==> src/rtl/fes_pkg.sv <==
package fes_pkg;

  // Command offsets inside a region
  localparam logic [31:0] CMD_OFF_A = 32'h0000_00AA;
  localparam logic [31:0] CMD_OFF_B = 32'h0000_0055;

  // Data codes of the command steps
  localparam logic [31:0] CODE_OPEN    = 32'h0000_00AA;
  localparam logic [31:0] CODE_ACK     = 32'h0000_0055;
  localparam logic [31:0] CODE_ERASE   = 32'h0000_0080;
  localparam logic [31:0] CODE_LOGICAL = 32'h0000_0030;
  localparam logic [31:0] CODE_PHYS    = 32'h0000_0040;
  localparam logic [31:0] CODE_UNLOCK  = 32'h0000_00A5;
  localparam logic [31:0] CODE_CLEAR   = 32'h0000_00F5;
  localparam logic [31:0] CODE_RELOCK  = 32'h0000_005E;

  // Control to datapath strobes
  typedef struct packed {
    logic latchRegion;
    logic launch;
    logic launchPhys;
    logic pwdFirst;
    logic pwdCheck;
    logic relock;
    logic clrStatus;
  } fesStrobes_t;

  // Datapath to control: decoded view of the current write
  typedef struct packed {
    logic offA;
    logic offB;
    logic sameRegion;
  } fesCycInfo_t;

endpackage

==> src/rtl/fes_ctrl.sv <==
module fes_ctrl
  import fes_pkg::*;
(
  input  logic        clk,
  input  logic        rstN,
  input  logic        wrValid,
  input  logic [31:0] wrData,
  input  fesCycInfo_t cyc,
  input  logic        busy,
  output fesStrobes_t strb
);

  typedef enum logic [2:0] {
    S_IDLE, S_E1, S_E2, S_E3, S_E4, S_E5, S_U1, S_U2
  } seqState_t;

  seqState_t state, nextState;
  logic      take;

  assign take = wrValid && !busy;

  always_comb begin
    nextState = state;
    strb      = '0;
    if (take) begin
      unique case (state)
        S_IDLE: begin
          if (cyc.offA) begin
            if (wrData == CODE_OPEN) begin
              nextState        = S_E1;
              strb.latchRegion = 1'b1;
            end else if (wrData == CODE_UNLOCK) begin
              nextState        = S_U1;
              strb.latchRegion = 1'b1;
            end else if (wrData == CODE_CLEAR) begin
              strb.clrStatus = 1'b1;
            end else if (wrData == CODE_RELOCK) begin
              strb.relock = 1'b1;
            end
          end
        end
        S_E1: nextState = (cyc.offB && cyc.sameRegion && wrData == CODE_ACK)   ? S_E2 : S_IDLE;
        S_E2: nextState = (cyc.offA && cyc.sameRegion && wrData == CODE_ERASE) ? S_E3 : S_IDLE;
        S_E3: nextState = (cyc.offA && cyc.sameRegion && wrData == CODE_OPEN)  ? S_E4 : S_IDLE;
        S_E4: nextState = (cyc.offB && cyc.sameRegion && wrData == CODE_ACK)   ? S_E5 : S_IDLE;
        S_E5: begin
          nextState = S_IDLE;
          if (cyc.sameRegion) begin
            if (wrData == CODE_LOGICAL) begin
              strb.launch = 1'b1;
            end else if (wrData == CODE_PHYS) begin
              strb.launch     = 1'b1;
              strb.launchPhys = 1'b1;
            end
          end
        end
        S_U1: begin
          nextState = S_IDLE;
          if (cyc.offB && cyc.sameRegion) begin
            nextState     = S_U2;
            strb.pwdFirst = 1'b1;
          end
        end
        S_U2: begin
          nextState = S_IDLE;
          if (cyc.offB && cyc.sameRegion) strb.pwdCheck = 1'b1;
        end
        default: nextState = S_IDLE;
      endcase
    end
  end

  always_ff @(posedge clk) begin
    if (!rstN) state <= S_IDLE;
    else       state <= nextState;
  end

  AST_IDLE_WHILE_BUSY: assert property (@(posedge clk) disable iff (!rstN)
    busy |-> state == S_IDLE);

  AST_LAUNCH_FROM_LAST: assert property (@(posedge clk) disable iff (!rstN)
    strb.launch |=> state == S_IDLE);

endmodule

==> src/rtl/fes_datapath.sv <==
module fes_datapath
  import fes_pkg::*;
#(
  parameter int ADDR_W         = 20,
  parameter int SMALL_LOG2     = 14,
  parameter int NUM_SMALL      = 8,
  parameter int SMALL_PER_PHYS = 4,
  parameter int LARGE_LOG2     = 17,
  parameter int NUM_LARGE      = 3,
  parameter int DF_LOG2        = 16,
  parameter int NUM_DF         = 2,
  localparam int NUM_SECT      = NUM_SMALL + NUM_LARGE + NUM_DF
) (
  input  logic                clk,
  input  logic                rstN,
  input  logic [ADDR_W-1:0]   wrAddr,
  input  logic [31:0]         wrData,
  input  fesStrobes_t         strb,
  input  logic [31:0]         pwdA,
  input  logic [31:0]         pwdB,
  input  logic [NUM_SECT-1:0] protWrMask,
  input  logic [NUM_SECT-1:0] otpMask,
  input  logic                readProtEn,
  input  logic                eraseDone,
  input  logic                eraseFail,
  output fesCycInfo_t         cyc,
  output logic                eraseStart,
  output logic [NUM_SECT-1:0] eraseMask,
  output logic                erasePhys,
  output logic                busy,
  output logic                protErr,
  output logic                verErr,
  output logic                protOpen
);

  localparam int          PHYS_LOG2 = SMALL_LOG2 + $clog2(SMALL_PER_PHYS);
  localparam logic [31:0] SPP       = 32'(SMALL_PER_PHYS);
  localparam logic [31:0] SMALL_END = 32'(NUM_SMALL) << SMALL_LOG2;
  localparam logic [31:0] LARGE_END = SMALL_END + (32'(NUM_LARGE) << LARGE_LOG2);
  localparam logic [31:0] DF_END    = 32'(NUM_DF) << DF_LOG2;
  localparam logic [31:0] DF_BASE   = 32'(NUM_SMALL + NUM_LARGE);
  localparam logic [31:0] PHYS_LOW  = (32'd1 << PHYS_LOG2) - 32'd1;
  localparam logic [31:0] DF_LOW    = (32'd1 << DF_LOG2) - 32'd1;

  logic                region, regionQ, pwdOkQ;
  logic [31:0]         offInt, selLo, selCnt;
  logic                tgtOk, blocked;
  logic [NUM_SECT-1:0] tgtMask;

  assign region = wrAddr[ADDR_W-1];
  assign offInt = 32'(wrAddr[ADDR_W-2:0]);

  assign cyc.offA       = (offInt == CMD_OFF_A);
  assign cyc.offB       = (offInt == CMD_OFF_B);
  assign cyc.sameRegion = (region == regionQ);

  // Target decode: first sector index and sector count of the request
  always_comb begin
    tgtOk  = 1'b0;
    selLo  = '0;
    selCnt = 32'd1;
    if (!region) begin
      if (offInt < SMALL_END) begin
        if (!strb.launchPhys) begin
          tgtOk = 1'b1;
          selLo = offInt >> SMALL_LOG2;
        end else if ((offInt & PHYS_LOW) == '0) begin
          tgtOk  = 1'b1;
          selLo  = (offInt >> PHYS_LOG2) * SPP;
          selCnt = SPP;
        end
      end else if (!strb.launchPhys && offInt < LARGE_END) begin
        tgtOk = 1'b1;
        selLo = DF_BASE - 32'(NUM_LARGE) + ((offInt - SMALL_END) >> LARGE_LOG2);
      end
    end else if (offInt < DF_END) begin
      if (!strb.launchPhys || (offInt & DF_LOW) == '0) begin
        tgtOk = 1'b1;
        selLo = DF_BASE + (offInt >> DF_LOG2);
      end
    end
  end

  for (genvar gi = 0; gi < NUM_SECT; gi++) begin : g_sel
    assign tgtMask[gi] = tgtOk && (32'(gi) >= selLo) && (32'(gi) < selLo + selCnt);
  end

  assign blocked = (|(tgtMask & otpMask)) ||
                   (!protOpen && (readProtEn || (|(tgtMask & protWrMask))));

  always_ff @(posedge clk) begin
    if (!rstN) begin
      regionQ    <= 1'b0;
      pwdOkQ     <= 1'b0;
      protOpen   <= 1'b0;
      busy       <= 1'b0;
      eraseStart <= 1'b0;
      eraseMask  <= '0;
      erasePhys  <= 1'b0;
      protErr    <= 1'b0;
      verErr     <= 1'b0;
    end else begin
      eraseStart <= 1'b0;
      if (strb.latchRegion) regionQ <= region;
      if (strb.pwdFirst)    pwdOkQ  <= (wrData == pwdA);
      if (strb.pwdCheck) begin
        if (pwdOkQ && wrData == pwdB) protOpen <= 1'b1;
        else                          protErr  <= 1'b1;
      end
      if (strb.relock) protOpen <= 1'b0;
      if (strb.clrStatus) begin
        protErr <= 1'b0;
        verErr  <= 1'b0;
      end
      if (strb.launch && tgtOk) begin
        if (blocked) begin
          protErr <= 1'b1;
        end else begin
          eraseStart <= 1'b1;
          busy       <= 1'b1;
          eraseMask  <= tgtMask;
          erasePhys  <= strb.launchPhys;
        end
      end
      if (busy && eraseDone) begin
        busy <= 1'b0;
        if (eraseFail) verErr <= 1'b1;
      end
    end
  end

  AST_START_PULSE: assert property (@(posedge clk) disable iff (!rstN)
    eraseStart |=> !eraseStart);

  AST_START_HAS_TARGET: assert property (@(posedge clk) disable iff (!rstN)
    eraseStart |-> eraseMask != '0);

  AST_START_BUSY: assert property (@(posedge clk) disable iff (!rstN)
    eraseStart |-> busy);

  AST_NO_OTP_ERASE: assert property (@(posedge clk) disable iff (!rstN)
    eraseStart |-> (eraseMask & $past(otpMask)) == '0);

  AST_VERIFY_CAUSE: assert property (@(posedge clk) disable iff (!rstN)
    $rose(verErr) |-> $past(busy && eraseDone && eraseFail));

  AST_OPEN_CAUSE: assert property (@(posedge clk) disable iff (!rstN)
    $rose(protOpen) |-> $past(strb.pwdCheck));

  AST_PROTERR_CAUSE: assert property (@(posedge clk) disable iff (!rstN)
    $rose(protErr) |-> $past(strb.launch || strb.pwdCheck));

  AST_CLEAR_WORKS: assert property (@(posedge clk) disable iff (!rstN)
    strb.clrStatus |=> !protErr && !verErr);

endmodule

==> src/rtl/flash_erase_seq.sv <==
module flash_erase_seq
  import fes_pkg::*;
#(
  parameter int ADDR_W         = 20,
  parameter int SMALL_LOG2     = 14,
  parameter int NUM_SMALL      = 8,
  parameter int SMALL_PER_PHYS = 4,
  parameter int LARGE_LOG2     = 17,
  parameter int NUM_LARGE      = 3,
  parameter int DF_LOG2        = 16,
  parameter int NUM_DF         = 2
) (
  input  logic                                  clk,
  input  logic                                  rstN,
  input  logic                                  wrValid,
  input  logic [ADDR_W-1:0]                     wrAddr,
  input  logic [31:0]                           wrData,
  input  logic [31:0]                           pwdA,
  input  logic [31:0]                           pwdB,
  input  logic [NUM_SMALL+NUM_LARGE+NUM_DF-1:0] protWrMask,
  input  logic [NUM_SMALL+NUM_LARGE+NUM_DF-1:0] otpMask,
  input  logic                                  readProtEn,
  input  logic                                  eraseDone,
  input  logic                                  eraseFail,
  output logic                                  eraseStart,
  output logic [NUM_SMALL+NUM_LARGE+NUM_DF-1:0] eraseMask,
  output logic                                  erasePhys,
  output logic                                  busy,
  output logic                                  protErr,
  output logic                                  verErr,
  output logic                                  protOpen
);

  fesStrobes_t strb;
  fesCycInfo_t cyc;

  fes_ctrl u_ctrl (
    .clk     (clk),
    .rstN    (rstN),
    .wrValid (wrValid),
    .wrData  (wrData),
    .cyc     (cyc),
    .busy    (busy),
    .strb    (strb)
  );

  fes_datapath #(
    .ADDR_W         (ADDR_W),
    .SMALL_LOG2     (SMALL_LOG2),
    .NUM_SMALL      (NUM_SMALL),
    .SMALL_PER_PHYS (SMALL_PER_PHYS),
    .LARGE_LOG2     (LARGE_LOG2),
    .NUM_LARGE      (NUM_LARGE),
    .DF_LOG2        (DF_LOG2),
    .NUM_DF         (NUM_DF)
  ) u_dp (
    .clk        (clk),
    .rstN       (rstN),
    .wrAddr     (wrAddr),
    .wrData     (wrData),
    .strb       (strb),
    .pwdA       (pwdA),
    .pwdB       (pwdB),
    .protWrMask (protWrMask),
    .otpMask    (otpMask),
    .readProtEn (readProtEn),
    .eraseDone  (eraseDone),
    .eraseFail  (eraseFail),
    .cyc        (cyc),
    .eraseStart (eraseStart),
    .eraseMask  (eraseMask),
    .erasePhys  (erasePhys),
    .busy       (busy),
    .protErr    (protErr),
    .verErr     (verErr),
    .protOpen   (protOpen)
  );

endmodule

==> config.mk <==
export PLATFORM = sky130hd
export DESIGN_NAME = flash_erase_seq
export DESIGN_NICKNAME = d
export VERILOG_FILES = /design/src/rtl/fes_pkg.sv /design/src/rtl/fes_ctrl.sv /design/src/rtl/fes_datapath.sv /design/src/rtl/flash_erase_seq.sv
export SDC_FILE = /design/constraint.sdc
export NUM_CORES = 1
export LEC_CHECK = 0
export CORE_UTILIZATION = 35
export CTS_BUF_LIST = sky130_fd_sc_hd__clkbuf_16
export CTS_CLUSTER_SIZE = 30
export DETAILED_ROUTE_END_ITERATION = 16
export DONT_BUFFER_PORTS = 1
export REMOVE_ABC_BUFFERS = 1
export SKIP_CTS_REPAIR_TIMING = 1
export SLEW_MARGIN = 20
export SYNTH_ARGS = -nofsm -noshare
export SYNTH_HDL_FRONTEND = slang
export SYNTH_SLANG_ARGS = --single-unit
==> constraint.sdc <==
create_clock -name clk -period 7.22 [get_ports clk]
set_input_delay 0.722 -clock clk [delete_from_list [all_inputs] [get_ports clk]]
set_output_delay 0.722 -clock clk [all_outputs]
set_load 0.02 [all_outputs]
[Word-level counts from Yosys, hierarchy flattened]
Index checks and enable logic that the tools add are counted.
Word-level totals
  register bits after elaboration: 24
  logic and storage cells: 178
Cells by class
  $add $sub $neg: 4
  order comparisons: 28
  eq/ne operators: 22
  muxes and demuxes: 56
  bitwise logic cells: 4
  reduce and logical (&&, ||, !) cells: 54
Operator list (count)
  32-bit two-way mux: 8
  4-bit by 32-bit greater-or-equal comparator with 1-bit output, first input constant: 5
  4-bit by 32-bit < comparator with 1-bit output, first input constant: 5
  32-bit by 8-bit equality test with 1-bit output, second input constant: 4
  3-bit by 32-bit greater-or-equal comparator with 1-bit output, first input constant: 4
  3-bit by 32-bit < comparator with 1-bit output, first input constant: 4
  32-bit by 7-bit equality test with 1-bit output, second input constant: 3
  32-bit equality test: 2
  1-bit by 32-bit greater-or-equal comparator with 1-bit output, first input constant: 2
  2-bit by 32-bit greater-or-equal comparator with 1-bit output, first input constant: 2
  1-bit by 32-bit < comparator with 1-bit output, first input constant: 2
  2-bit by 32-bit < comparator with 1-bit output, first input constant: 2
  1-bit logical AND: 37
  32-bit adder: 1
  32-bit by 6-bit equality test with 1-bit output, second input constant: 1
  32-bit zero test: 1
  1-bit two-way mux: 28
  13-bit AND: 2
  13-bit OR reduction: 2
  3-bit two-way mux: 8
  3-bit case mux with 7 select lines: 1
  19-bit by 20-bit < comparator with 1-bit output, second input constant: 1
  19-bit by 18-bit subtractor with 20-bit output, second input constant: 1
  19-bit by 7-bit equality test with 1-bit output, second input constant: 1
  other kinds (20): 41

[Depth between registers and ports, before layout]
  word-level depth: 23
  gate-level depth with buffers: 21
  mapped depth without buffers: 19

[Modules after synthesis]
Synthesis repeated with hierarchy kept, for this count alone.
Second synthesis, totals
  cells, all modules: 411
  area, all modules: 3320.7 um^2
Modules (own cells, without submodules)
  fes_datapath: times used 1, cells each 339, area an instance 2740.1 um^2, seq. area each 420.4 um^2
  fes_ctrl: times used 1, cells each 72, area an instance 580.6 um^2, seq. area each 60.1 um^2

[Worst setup path before layout]
Ideal clock, no wire load.
  kind: input to register
  start: input wrData[7]
  end: register u_dp.eraseMask[0]
  library setup time: 0.120 ns
  arrival time: 5.177 ns
  path slack: 1.923 ns
  stages: 19
  path buffers: 3
  path through: clkbuf_1 > nor4b_2 > nand2_1 > or4_1 > buf_4 > a22oi_2 > inv_1 > ha_1 > ha_1 > xor2_1 > o21ai_0 > nor3b_1 > o221a_4 > a2111oi_2 > a2111oi_2 > a31oi_2 > nor4_4 > buf_6 > mux2i_1
Between the ends
  cells in the longest elaborated chain, start to end: 21
  elaborated cells on any way between the ends: 89
  those cells by class: add/sub: 1; order compare: 26; eq/ne: 2; mux: 21; bitwise: 3; reduce/logical: 36
RTL lines
  start, declared: line flash_erase_seq.sv:17  | input logic [31:0] wrData,
  32-bit by 7-bit equality test with 1-bit output: line fes_ctrl.sv:51  | end else if (wrData == CODE_PHYS) begin
  2-bit two-way mux: line fes_ctrl.sv:51
  1-bit two-way mux: line fes_ctrl.sv:49  | if (wrData == CODE_LOGICAL) begin
  2-bit two-way mux (*): line fes_ctrl.sv:48  | if (cyc.sameRegion) begin
  2-bit two-way mux (*): line fes_ctrl.sv:26  | unique case (state)
  7-bit two-way mux (*): line fes_ctrl.sv:25  | if (take) begin
  1-bit zero test
  1-bit logical AND or 1-bit logical OR (tied branches): line fes_datapath.sv:72, fes_datapath.sv:77
  (+5 left out)
  1-bit logical AND: line fes_datapath.sv:85  | assign tgtMask[gi] = tgtOk && (32'(gi) >= selLo) && (32'(gi) < selLo + selCnt);
  13-bit AND: line fes_datapath.sv:89  | (!protOpen && (readProtEn || (|(tgtMask & protWrMask))));
  13-bit OR reduction: line fes_datapath.sv:89
  1-bit logical OR: line fes_datapath.sv:89
  1-bit logical AND: line fes_datapath.sv:89
  1-bit logical OR: line fes_datapath.sv:88  | assign blocked = (|(tgtMask & otpMask)) ||
  1-bit NOT (no line)
  2-bit AND reduction (no line)
  end signal, assigned: line fes_datapath.sv:121  | eraseMask <= tgtMask;
  end, declared: line fes_datapath.sv:28  | output logic [NUM_SECT-1:0] eraseMask,
Mark *: on every way between the ends. The rest lies on a longest branch, timed or not.
A chain may end at the register's enable or synchronous reset.

[Worst setup path in the final report]
  start: input wrData[13]
  end: register u_dp.eraseMask[5]
The elaborated chain is that of the path after synthesis.

==> implementation parameters <==
Parameter                              Value

Die
  DIE AREA ... 9970 µm²
  Core Region ... 9240 µm²
  Number of placement rows ... 35
  Die height ... about 100 µm
  Number of top-level pins ... 167
  Initial core utilization ... between 30% and 40%
  Horizontal die dimension ... 99.8 µm

Route
  Post-route DRC ... 0
  Total detailed-routing wirelength ... 10600 µm
  Vias ... 3358
  Number of DRC markers after the initial detailed-route iteration ... 155
  First-pass DRT Iterations ... 4
  Via-to-Cell Ratio ... 6.07
  Number of nets with antenna violations after routing ... 0
  Post-detailed-route wirelength per cell ... about 19 µm

Yosys
  Most instantiated library cell after synthesis ... sky130_fd_sc_hd__xor2_1
  Number of synthesized register bits ... 24
  Gate Count Post-Synth ... 437
  Cells taking the most area after synthesis ... sky130_fd_sc_hd__dfxtp_1, sky130_fd_sc_hd__xor2_1, sky130_fd_sc_hd__xnor2_1
  Area share of the leading cell type in the synthesized netlist ... between 10% and 20%
  Count of unique library cells instantiated by Yosys ... 73
  Cell type with the highest aggregate area in the netlist ... sky130_fd_sc_hd__dfxtp_1
  Fraction of synthesis flops using an asynchronous set or reset pin ... 0%
  Post-synth EDFFs ... 0
  Primary flip-flop cell chosen by synthesis mapping ... sky130_fd_sc_hd__dfxtp_1
  Warnings, synthesis ... 0
  Syn Area/Cell ... about 7.7 µm²
  Netlist area before placement ... 3350 µm²
  Sequential-to-total area share from yosys stat ... 14.3%
  Commonest cells post-synth ... sky130_fd_sc_hd__xor2_1, sky130_fd_sc_hd__nand2_1, sky130_fd_sc_hd__nor2_1

Clock tree
  Clock transition at the registers of the reported paths ... 60 ps
  Number of H-tree branching levels ... 1
  Clock buffer count from CTS ... 3
  Cell chosen for the clock root ... sky130_fd_sc_hd__clkbuf_16
  Number of clock sinks seen by CTS ... 24
  Maximum clock path buffer count ... 2
  CTS tree ... done
  Skew-Pair Late Insertion Delay ... roughly 260 ps

Worst setup path
  Arrival time reported for the critical path endpoint ... 6190 ps
  Slowest cell delay on critical path ... between 700 and 800 ps
  Crit path kind ... input port to register
  Max stage delay cell, worst path ... sky130_fd_sc_hd__or4_1
  Endpoint class of the critical path ... register
  Buffer and inverter count on the worst path ... 2
  Maximum fanout count along the critical path ... 10
  Nature of the critical path startpoint ... input port
  Worst path top cell family by delay ... simple AND/OR/NAND/NOR gates
  Critical Path, Cell by Cell ... nor4_1 -> nand2_1 -> or4_1 -> a22oi_2 -> inv_1 -> ha_1 -> ha_1 -> o21ai_0 -> nor3b_1 -> o221a_4 -> a2111oi_2 -> a2111oi_2 -> a31oi_2 -> nor4_4 -> buf_6 -> mux2i_1
  Required time of the critical path ... 7410 ps

Timing
  Clock skew after layout ... ~2.1 ps
  Final worst path period need ... 6000 ps
  Relative slew slack ... 42.5%
  Max-slew violation total from the final report ... 0
  Final clock period utilization by the worst path ... 83.1%
  Hold slack final ... 508 ps
  TNS Setup ... 0 ps
  Highest Clock Rate ... 167 MHz
  Endpoints failing setup ... 0
  Unrepaired setup endpoints after global routing ... no
  Final Hold Violating Endpoints ... 0
  Least-Margin Pin Slew ... 855 ps

Global routing
  Number of antenna violations at the first check in global routing ... 0
  Largest net degree at the start of global routing ... 31
  Gr usage total ... 20.3%
  Via count of the first global-routing pass ... 3239
  Global-route wire length before repair ... ~16000 µm
  Congestion Overflow GR ... 0

Finish
  Total Nets Final ... 582
  Post-Layout Cell Count ... ~550
  Proportion of layout cells with a drive suffix above 1 ... 7.08%
  Diode insertion count for antenna repair ... 0
  Area growth from synthesis to layout ... 4.56%
  Final core utilization ... 37.9%

Hold path
  Hold crit path type ... register to register

Power
  Share of total power in combinational logic ... 33.6%
  Internal power component ... 264 µW
  Total power of the final layout ... 383 µW
  Power density normalized to cell area ... between 100 and 150 nW/µm²
  Power spent charging and discharging nets ... 120 µW
  Switching share of power ... a little under a third
  Leakage power of the design ... 0.00114 µW
  Share of total power in the clock network ... 31.8%
  Seq pwr share ... 34.6%
  Max rail drop VDD ... around 94 µV

Placement
  Dpl hpwl ... 8820 µm
  Global placement routability congestion ... 0.873
  Count of input and output buffers ... 0
  Total placed cells including tap cells ... 548

Status
  Run status ... complete, no violations

Flow run
  MaxCap Viol Count ... 0
==> cell families (layout without fill, tap and decap cells) <==
group | after synthesis | count (layout) | share of synthesized area, %
and+or+nand+nor | 193 | 193 | 32.5
AOI/OAI and AO/OA | 88 | 88 | 21.3
xor gates and xnor gates | 68 | 68 | 17.8
buffers and inverters | 36 | 23 | 4.97
DFF | 24 | 24 | 14.3
muxes | 19 | 19 | 5.75
adders and majority gates | 9 | 9 | 3.36
==> worst paths after layout <==
kind	start	to	slack, ps	depth (start not counted)
worst min register to register	u_dp.pwdOkQ	u_dp.pwdOkQ	510	2
worst max register to register	u_dp.busy	u_dp.eraseMask[5]	1410	16
worst min-delay path	u_dp.pwdOkQ	u_dp.pwdOkQ	510	2
worst max-delay path	wrData[13]	u_dp.eraseMask[5]	1220	16
==> metrics by stage <==
step,setup WS [ps],cell area [µm²]
6_report,1220,3500
4_1_cts,976,3490
5_1_grt,721,3500
2_1_floorplan,1700,3250
3_5_place_dp,724,3410
3_3_place_gp,970,3410
==> power groups by stage <==
stage / combinational, µW / clock (µW) / sequential [µW]
after floorplan: 103 / 0 / 135
after global placement: 125 / 0 / 136
after detailed placement: 126 / 0 / 136
after CTS: 128 / 125 / 132
after global routing: 140 / 131 / 132
final: 129 / 122 / 133
==> per-layer routing <==
layer / up-vias / global-route usage, % / share of wire, %
met1: 1586 / 25.0 / 41
met2: 156 / 37.3 / 51
met4: 0 / 3.17 / 0.80
met3: 6 / 3.76 / 7.5
li1: 1610 / - / -
met5: - / 0 / 0
==> worst register-to-register path: stages, from the launching register on <==
cell	delay, ps
sky130_fd_sc_hd__dfxtp_1	390
sky130_fd_sc_hd__nand2b_1	310
sky130_fd_sc_hd__or3_4	430
sky130_fd_sc_hd__or4_1	650
sky130_fd_sc_hd__a22oi_2	420
sky130_fd_sc_hd__inv_1	100
sky130_fd_sc_hd__ha_1	260
sky130_fd_sc_hd__ha_1	390
sky130_fd_sc_hd__o21ai_0	460
sky130_fd_sc_hd__nor3b_1	290
sky130_fd_sc_hd__o221a_4	260
sky130_fd_sc_hd__a2111oi_2	70
sky130_fd_sc_hd__a2111oi_2	410
sky130_fd_sc_hd__a31oi_2	190
sky130_fd_sc_hd__nor4_4	670
sky130_fd_sc_hd__buf_6	250
sky130_fd_sc_hd__mux2i_1	200
==> cells in the final DEF (no fill, tap or decap), types with 4 or more instances in the layout <==
cell type,count
sky130_fd_sc_hd__and3_1,4
sky130_fd_sc_hd__xnor2_1,21
sky130_fd_sc_hd__nor2_1,28
sky130_fd_sc_hd__a21o_1,5
sky130_fd_sc_hd__o21ai_0,12
sky130_fd_sc_hd__and2_1,5
sky130_fd_sc_hd__inv_1,17
sky130_fd_sc_hd__nand3_1,10
sky130_fd_sc_hd__ha_1,9
sky130_fd_sc_hd__nor4_1,26
sky130_fd_sc_hd__dfxtp_1,24
sky130_fd_sc_hd__mux2i_1,17
sky130_fd_sc_hd__xor2_1,47
sky130_fd_sc_hd__nor4_2,4
sky130_fd_sc_hd__o22ai_1,4
sky130_fd_sc_hd__a21oi_1,13
sky130_fd_sc_hd__nand2_1,46
sky130_fd_sc_hd__nor3_1,16
sky130_fd_sc_hd__nand4_1,18
sky130_fd_sc_hd__or3_1,4
sky130_fd_sc_hd__nand2b_1,8
sky130_fd_sc_hd__nor2b_1,5
sky130_fd_sc_hd__a211oi_1,6
==> state kept, by name, indices dropped and copies added, names as in the netlist <==
register	count
u_ctrl.state	3
u_dp.busy	1
u_dp.eraseMask	13
u_dp.erasePhys	1
u_dp.eraseStart	1
u_dp.protErr	1
u_dp.protOpen	1
u_dp.pwdOkQ	1
u_dp.regionQ	1
u_dp.verErr	1
==> area by class of cell <==
cell class / instances / area [µm²]
inverter: 18 / 67.6
timing repair buffer: 1 / 11.3
clock buffer: 3 / 75.1
fill: 983 / 5740
multi-input combinational: 377 / 2700
tap: 129 / 161
sequential: 24 / 480
clock inverter: 1 / 3.75
No activity file was read; power rests on OpenSTA's default activity.
